$ cat config.mk
export PLATFORM = sky130hd
export DESIGN_NAME = rx_err_queue
export DESIGN_NICKNAME = d
export VERILOG_FILES = /design/src/rtl/rx_err_queue_pkg.sv /design/src/rtl/rx_err_queue_datapath.sv /design/src/rtl/rx_err_queue_ctrl.sv /design/src/rtl/rx_err_queue.sv
export SDC_FILE = /design/constraint.sdc
export NUM_CORES = 1
export LEC_CHECK = 0
export CORE_ASPECT_RATIO = 0.7
export CORE_MARGIN = 5
export CORE_UTILIZATION = 60
export CTS_CLUSTER_DIAMETER = 150
export DETAILED_ROUTE_END_ITERATION = 8
export GPL_TIMING_DRIVEN = 0
export PLACE_DENSITY = 0.78
export SYNTH_ARGS = -nofsm -noshare
export SYNTH_HDL_FRONTEND = slang
export SYNTH_SLANG_ARGS = --single-unit
$ cat constraint.sdc
create_clock -name clk -period 4 [get_ports clk]
set_clock_uncertainty 0.1 [all_clocks]
set_input_delay 0.6 -clock clk [delete_from_list [all_inputs] [get_ports clk]]
set_output_delay 0.6 -clock clk [all_outputs]
set_load 0.01 [all_outputs]
$ cat src/rtl/rx_err_queue_pkg.sv
package rx_err_queue_pkg;
  localparam int DATA_W = 8;

  typedef struct packed {
    logic              brk;
    logic              frm;
    logic              par;
    logic [DATA_W-1:0] data;
  } rxEntry_t;

  typedef struct packed {
    logic push;       // write one entry at the tail
    logic fromHold;   // the pushed entry comes from the holding slot
    logic pop;        // advance the head
    logic overwrite;  // replace the head entry (single mode)
    logic loadHold;   // capture the incoming entry in the holding slot
    logic clear;      // reset the pointers
  } rxStrobe_t;
endpackage

$ cat src/rtl/rx_err_queue_datapath.sv
module rx_err_queue_datapath
  import rx_err_queue_pkg::*;
#(
  parameter int DEPTH = 16
) (
  input  logic      clk,
  input  logic      rstN,
  input  rxStrobe_t stb,
  input  rxEntry_t  inEntry,
  output rxEntry_t  headEntry
);
  localparam int PTR_W = (DEPTH > 1) ? $clog2(DEPTH) : 1;
  localparam logic [PTR_W-1:0] LAST = PTR_W'(DEPTH - 1);

  rxEntry_t         mem [DEPTH];
  rxEntry_t         holdEntry;
  logic [PTR_W-1:0] wrPtr, rdPtr;

  function automatic logic [PTR_W-1:0] nextPtr(input logic [PTR_W-1:0] p);
    return (p == LAST) ? '0 : p + 1'b1;
  endfunction

  always_ff @(posedge clk) begin
    if (!rstN || stb.clear) begin
      wrPtr <= '0;
      rdPtr <= '0;
    end else begin
      if (stb.push) wrPtr <= nextPtr(wrPtr);
      if (stb.pop)  rdPtr <= nextPtr(rdPtr);
    end
  end

  always_ff @(posedge clk) begin
    if (!rstN) holdEntry <= '0;
    else if (stb.loadHold) holdEntry <= inEntry;
  end

  always_ff @(posedge clk) begin
    if (stb.push && !stb.clear)
      mem[wrPtr] <= stb.fromHold ? holdEntry : inEntry;
    else if (stb.overwrite && !stb.clear)
      mem[rdPtr] <= inEntry;
  end

  assign headEntry = mem[rdPtr];

  // the control never asks for a tail write and a head overwrite at once
  a_r4_push_xor_overwrite: assert property (@(posedge clk) disable iff (!rstN)
    !(stb.push && stb.overwrite));
  // a held entry is only drained in a cycle that also frees a slot
  a_r5_hold_drain_with_pop: assert property (@(posedge clk) disable iff (!rstN)
    stb.fromHold |-> stb.pop);
endmodule

$ cat src/rtl/rx_err_queue_ctrl.sv
module rx_err_queue_ctrl
  import rx_err_queue_pkg::*;
#(
  parameter int DEPTH = 16,
  parameter int CNT_W = 5
) (
  input  logic             clk,
  input  logic             rstN,
  input  logic             fifoEn,
  input  logic             fifoClr,
  input  logic             charValid,
  input  logic             dataRd,
  input  logic             lsrRd,
  output rxStrobe_t        stb,
  output logic [CNT_W-1:0] count,
  output logic             overrun,
  output logic             seen
);
  localparam logic [CNT_W-1:0] FULL = CNT_W'(DEPTH);

  logic holdValid, holdNext, ovrSet, popOk, headChange;

  always_comb begin
    stb      = '0;
    ovrSet   = 1'b0;
    holdNext = holdValid;
    popOk    = dataRd && (count != '0);
    stb.pop  = popOk;
    stb.clear = fifoClr;
    if (fifoClr) begin
      stb.pop  = 1'b0;
      holdNext = 1'b0;
    end else if (fifoEn) begin
      if (charValid) begin
        if (holdValid) begin
          stb.loadHold = 1'b1;
          if (popOk) begin
            stb.push     = 1'b1;
            stb.fromHold = 1'b1;
          end else begin
            ovrSet = 1'b1;
          end
        end else if (count < FULL || popOk) begin
          stb.push = 1'b1;
        end else begin
          stb.loadHold = 1'b1;
          holdNext     = 1'b1;
        end
      end else if (holdValid && popOk) begin
        stb.push     = 1'b1;
        stb.fromHold = 1'b1;
        holdNext     = 1'b0;
      end
    end else if (charValid) begin
      if (count == '0 || popOk) begin
        stb.push = 1'b1;
      end else begin
        stb.overwrite = 1'b1;
        ovrSet        = 1'b1;
      end
    end
    headChange = stb.pop || stb.overwrite || fifoClr || (stb.push && count == '0);
  end

  always_ff @(posedge clk) begin
    if (!rstN) begin
      count     <= '0;
      holdValid <= 1'b0;
      overrun   <= 1'b0;
      seen      <= 1'b0;
    end else begin
      count     <= fifoClr ? '0 : count + CNT_W'(stb.push) - CNT_W'(stb.pop);
      holdValid <= holdNext;
      if (ovrSet)     overrun <= 1'b1;
      else if (lsrRd) overrun <= 1'b0;
      if (headChange) seen <= 1'b0;
      else if (lsrRd) seen <= 1'b1;
    end
  end

  // the count never leaves its legal range
  a_r10_count_bound: assert property (@(posedge clk) disable iff (!rstN)
    count <= FULL);
  // a character landing in an empty holding slot never raises overrun
  a_r5_full_alone_no_ovr: assert property (@(posedge clk) disable iff (!rstN)
    fifoEn && charValid && !holdValid && !overrun && !fifoClr |=> !overrun);
  // a character arriving on an occupied holding slot raises overrun
  a_r6_ovr_on_busy_hold: assert property (@(posedge clk) disable iff (!rstN)
    fifoEn && charValid && holdValid && !dataRd && !fifoClr |=> overrun);
  // single mode, unread character replaced
  a_r4_single_ovr: assert property (@(posedge clk) disable iff (!rstN)
    !fifoEn && charValid && count != '0 && !dataRd && !fifoClr |=> overrun);
  // clearing the queue leaves the overrun flag alone
  a_r9_clear_keeps_ovr: assert property (@(posedge clk) disable iff (!rstN)
    fifoClr && !lsrRd |=> overrun == $past(overrun));
  // reading the last character empties the queue
  a_r7_last_read_empties: assert property (@(posedge clk) disable iff (!rstN)
    dataRd && count == CNT_W'(1) && !charValid && !holdValid && !fifoClr |=> count == '0);
endmodule

$ cat src/rtl/rx_err_queue.sv
module rx_err_queue
  import rx_err_queue_pkg::*;
#(
  parameter int DEPTH = 16
) (
  input  logic              clk,
  input  logic              rstN,
  input  logic              fifoEn,
  input  logic [1:0]        trigSel,
  input  logic              fifoClr,
  input  logic              charValid,
  input  logic [DATA_W-1:0] charData,
  input  logic              charBrk,
  input  logic              charFrm,
  input  logic              charPar,
  input  logic              dataRd,
  input  logic              lsrRd,
  output logic [DATA_W-1:0] rdData,
  output logic              dataReady,
  output logic              overrun,
  output logic              parityErr,
  output logic              framingErr,
  output logic              breakErr,
  output logic              rdAvail
);
  localparam int CNT_W = $clog2(DEPTH + 1);
  localparam logic [CNT_W-1:0] LVL0 = CNT_W'(1);
  localparam logic [CNT_W-1:0] LVL1 = CNT_W'((DEPTH / 4 > 0) ? DEPTH / 4 : 1);
  localparam logic [CNT_W-1:0] LVL2 = CNT_W'((DEPTH / 2 > 0) ? DEPTH / 2 : 1);
  localparam logic [CNT_W-1:0] LVL3 = CNT_W'((DEPTH > 2) ? DEPTH - 2 : 1);

  rxStrobe_t        stb;
  rxEntry_t         inEntry, headEntry;
  logic [CNT_W-1:0] count, trigLvl;
  logic             seen, showTags;

  assign inEntry = '{brk: charBrk, frm: charFrm, par: charPar, data: charData};

  rx_err_queue_ctrl #(.DEPTH(DEPTH), .CNT_W(CNT_W)) uCtrl (
    .clk(clk), .rstN(rstN), .fifoEn(fifoEn), .fifoClr(fifoClr),
    .charValid(charValid), .dataRd(dataRd), .lsrRd(lsrRd),
    .stb(stb), .count(count), .overrun(overrun), .seen(seen)
  );

  rx_err_queue_datapath #(.DEPTH(DEPTH)) uPath (
    .clk(clk), .rstN(rstN), .stb(stb), .inEntry(inEntry), .headEntry(headEntry)
  );

  always_comb begin
    case (trigSel)
      2'd0:    trigLvl = LVL0;
      2'd1:    trigLvl = LVL1;
      2'd2:    trigLvl = LVL2;
      default: trigLvl = LVL3;
    endcase
  end

  assign dataReady  = (count != '0);
  assign showTags   = dataReady && !seen;
  assign rdData     = dataReady ? headEntry.data : '0;
  assign breakErr   = showTags && headEntry.brk;
  assign framingErr = showTags && headEntry.frm;
  assign parityErr  = showTags && headEntry.par;
  assign rdAvail    = fifoEn ? (count >= trigLvl) : dataReady;

  // a status read with no head movement hides the head flags
  a_r3_lsr_hides_tags: assert property (@(posedge clk) disable iff (!rstN)
    lsrRd && !dataRd && !charValid |=> !breakErr && !framingErr && !parityErr);
  // a status read without a new overrun clears the flag
  a_r3_lsr_clears_ovr: assert property (@(posedge clk) disable iff (!rstN)
    lsrRd && !charValid |=> !overrun);
  // no flag is reported while the queue is empty
  a_r2_no_tags_when_empty: assert property (@(posedge clk) disable iff (!rstN)
    !dataReady |-> !(breakErr || framingErr || parityErr));
endmodule

==> summary.md <==
| Metric | Value |
|---|---|
| Post_cts resized | 0 |
| Actual slew at the worst max-slew pin | 1.39 ns |
| CTS tree | done |
| Tot GR Track Use | 21.8% |
| Top-count cell post-synth | edfxtp_1 |
| CP arrival | 3.12 ns |
| Layout cell share with drive strength beyond 1 | 21.1% |
| Crit Path Class | reg -> out |
| Fmax achieved | 262 MHz |
| First drt pass iteration count | 5 |
| Final setup violation count | 0 |
| Total power | 0.00471 W |
| Postcts setup bufs | 0 |
| Combinational power share | 8.4% |
| Synthesis-to-layout area growth | 14.4% |
| DR vias | 4645 |
| Initial antenna violation count | 0 |
| #FFs+latches synth | 207 |
| FP Rows | 36 |
| Final Slew Violations | 0 |
| Crit path time final | 3.82 ns |
| Reg2reg path depth | 8 |
| Post-synth top area share | 61.0% |
| Antenna diode count | 0 |
| Clock power share | 41.1% |
| DP Worst Slack | 0.0482 ns |
| Hold Path Class | in -> reg |
| Synth async-reset ratio | 0% |
| Remaining DRCs | 0 |
| Clk sinks | 207 |
| Pin count of the biggest net entering global routing | 17 |
| RSZ-0062 raised after global routing | no |
| IO Count | 34 |
| Yosys cell types | 51 |
| Gate Count Post-Synth | 489 |
| P_sw | 0.000993 W |
| Synthesis Warnings | 0 |
| GR Util met2 | 32.1% |
| Hold_buf cts | 0 |
| DR vias/cell | 6.21 |
| Headroom to the max-slew limit | 7.09% |
| Final Hold Vio Count | 0 |
| Sequential area share after synthesis | 68.2% |
| Chip height | 111 um |
| Crit-path max FO | 10 |
| R2R Path Start | uCtrl.count[3]$_SDFF_PP0_ |
| Main synth FF type | edfxtp_1 |
| Top cells by area, synth | edfxtp_1, mux4_2, dfxtp_1 |
| Placer Congestion | 0.790 |
| GRT met3 Usage | 5.47% |
| Die width | 154 um |
| Post-synth top cells | edfxtp_1, mux4_2, mux2i_1 |
| RR Endpoint | uPath.mem[4][0]$_DFFE_PP_ |
| Grt total ovfl | 0 |
| Crit path capture type | primary output |
| Total CTS buffers | 20 |
| Starting density of the core | 61.8% |
| R2R Setup Slk | 0.57 ns |
| P_leak | 3.17 nW |
| ANT nets after route | 0 |
| Core footprint | 0.0140 sq mm |
| Sequential share of power | 50.5% |
| Vias in the first global route | 4612 |
| First-pass GRT wire length | 27900 um |
| CP Launch Type | flip-flop |
| Final Cycle Share | 95.5% |
| EDFF count, synth | 176 |
| Status | complete, no violations |
| DP Area | 0.00922 sq mm |
| Peak VDD IR | 569 uV |
| Met1 Use GR | 33.7% |
| Final net count | 577 |
| Initial drt markers | 492 |
| Top Usage Layer GRT | met1 |
| Root Buffer Master | clkbuf_16 |
| Clk buf depth | 3 |
| WL/cell | 24.5 um |
| Switching Fraction | 21.1% |
| PwrDens | 475 mW/mm^2 |
| Yosys top cell by area | edfxtp_1 |
| Total Wirelength | 18300 um |
| Worst path required time | 3.30 ns |
| Post-route cell area | 0.00991 sq mm |
| Die area | 0.0170 sq mm |
| Synthesized Nets | 522 |
| Hold Startpoint | fifoEn |
| Clock transition at path regs | 0.07 ns |
| DP HPWL | 11800 um |
| IO Port Bufs | 31 |
| P_int | 0.00372 W |
| Cell total after placement | 711 |
| Number of max-cap violations | 0 |
| Clock H-tree levels | 1 |
| Worst Hold End | uCtrl.holdValid$_SDFFE_PP0P_ |
| Per-instance average area after synthesis | 17.7 sq um |
| PnR worst setup slack | 0.180 ns |
| Clk Latency, worst-skew pair | 0.49 ns |
| Setup TNS | 0 ns |
| Non-Filler Instances | 748 |
| Hold Path Depth | 3 |
| Netlist Area Pre-Place | 0.00866 sq mm |
logic make-up (layout without fill, tap and decap cells):
group                    Yosys count  count (layout)  share of synthesized area (%)
AO/OA/AOI/OAI                     47              47                           4.39
XOR/XNOR                           4               4                          0.405
adder cells (fa/ha/maj)           13              13                           1.97
buffers and inverters             40             109                           2.07
flip-flops                       207             207                           68.2
multiplexers                      92              92                           17.2
AND/OR/NAND/NOR                   86              86                           5.80
per-layer routing:
layer / vias up / share of wire [%] / wire length (um)
met1: 2346 / 43 / 7890
met5: - / 0 / 0
met2: 227 / 45 / 8190
li1: 2042 / - / -
met3: 30 / 10 / 1880
met4: 0 / 1.9 / 340
worst max path at each step:
stage                                             to  slack (ns)  depth (start not counted)
after floorplan            uCtrl.count[4]$_SDFF_PP0_        0.96                         15
after global placement    uPath.mem[12][1]$_DFFE_PP_        0.04                          7
after detailed placement  uPath.mem[13][1]$_DFFE_PP_        0.05                          7
after CTS                                  rdData[5]        0.21                          6
after global routing                       rdData[0]        0.04                          6
final                                      rdData[1]        0.18                          6
cell type report:
| cell class | count | area (sq um) |
|---|---|---|
| inverter | 18 | 70.1 |
| tap | 190 | 238 |
| buffer | 22 | 109 |
| sequential | 207 | 5910 |
| clock inverter | 7 | 109 |
| multi-input combinational | 242 | 2580 |
| clock buffer | 29 | 566 |
| timing repair buffer | 33 | 333 |
| fill | 837 | 4100 |
per-stage QoR:
stage	util, %	hold WS (ns)
4_1_cts	70.6	0.347
3_5_place_dp	65.8	0.401
6_report	70.7	0.359
3_3_place_gp	65.7	0.391
5_1_grt	70.7	0.357
2_1_floorplan	-	0.380
critical path, stage by stage (launching register included):
cell,delay (ns)
dfxtp_1,0.31
buf_2,0.22
clkbuf_1,0.73
mux4_2,0.41
mux2i_1,0.30
o22ai_1,0.15
clkdlybuf4s50_1,0.50
registers in the layout, summed over array words and instances (netlist names), named ones only:
register         count
uPath.holdEntry     11
uPath.wrPtr          4
uCtrl.overrun        1
uCtrl.count          5
uPath.mem          176
uCtrl.seen           1
uCtrl.holdValid      1
uPath.rdPtr          4
cells in the final DEF (no fill, tap or decap), types with 12 or more instances in the layout:
master / count
ha_1: 12
mux4_2: 44
dfxtp_1: 31
inv_1: 17
clkbuf_16: 21
clkbuf_1: 15
clkdlybuf4s50_1: 31
edfxtp_1: 176
nand2_1: 13
nor2_1: 29
mux2i_1: 37
nor2b_1: 15
power groups by stage:
stage	clock, W	combinational, W	sequential (W)
floorplan	0	0.000234	0.00242
global placement	0	0.000381	0.00242
detailed placement	0	0.000393	0.00242
CTS	0.00196	0.000397	0.00238
global route	0.00205	0.000425	0.00238
finish	0.00194	0.000396	0.00238
Power figures use the tool's default switching activity.
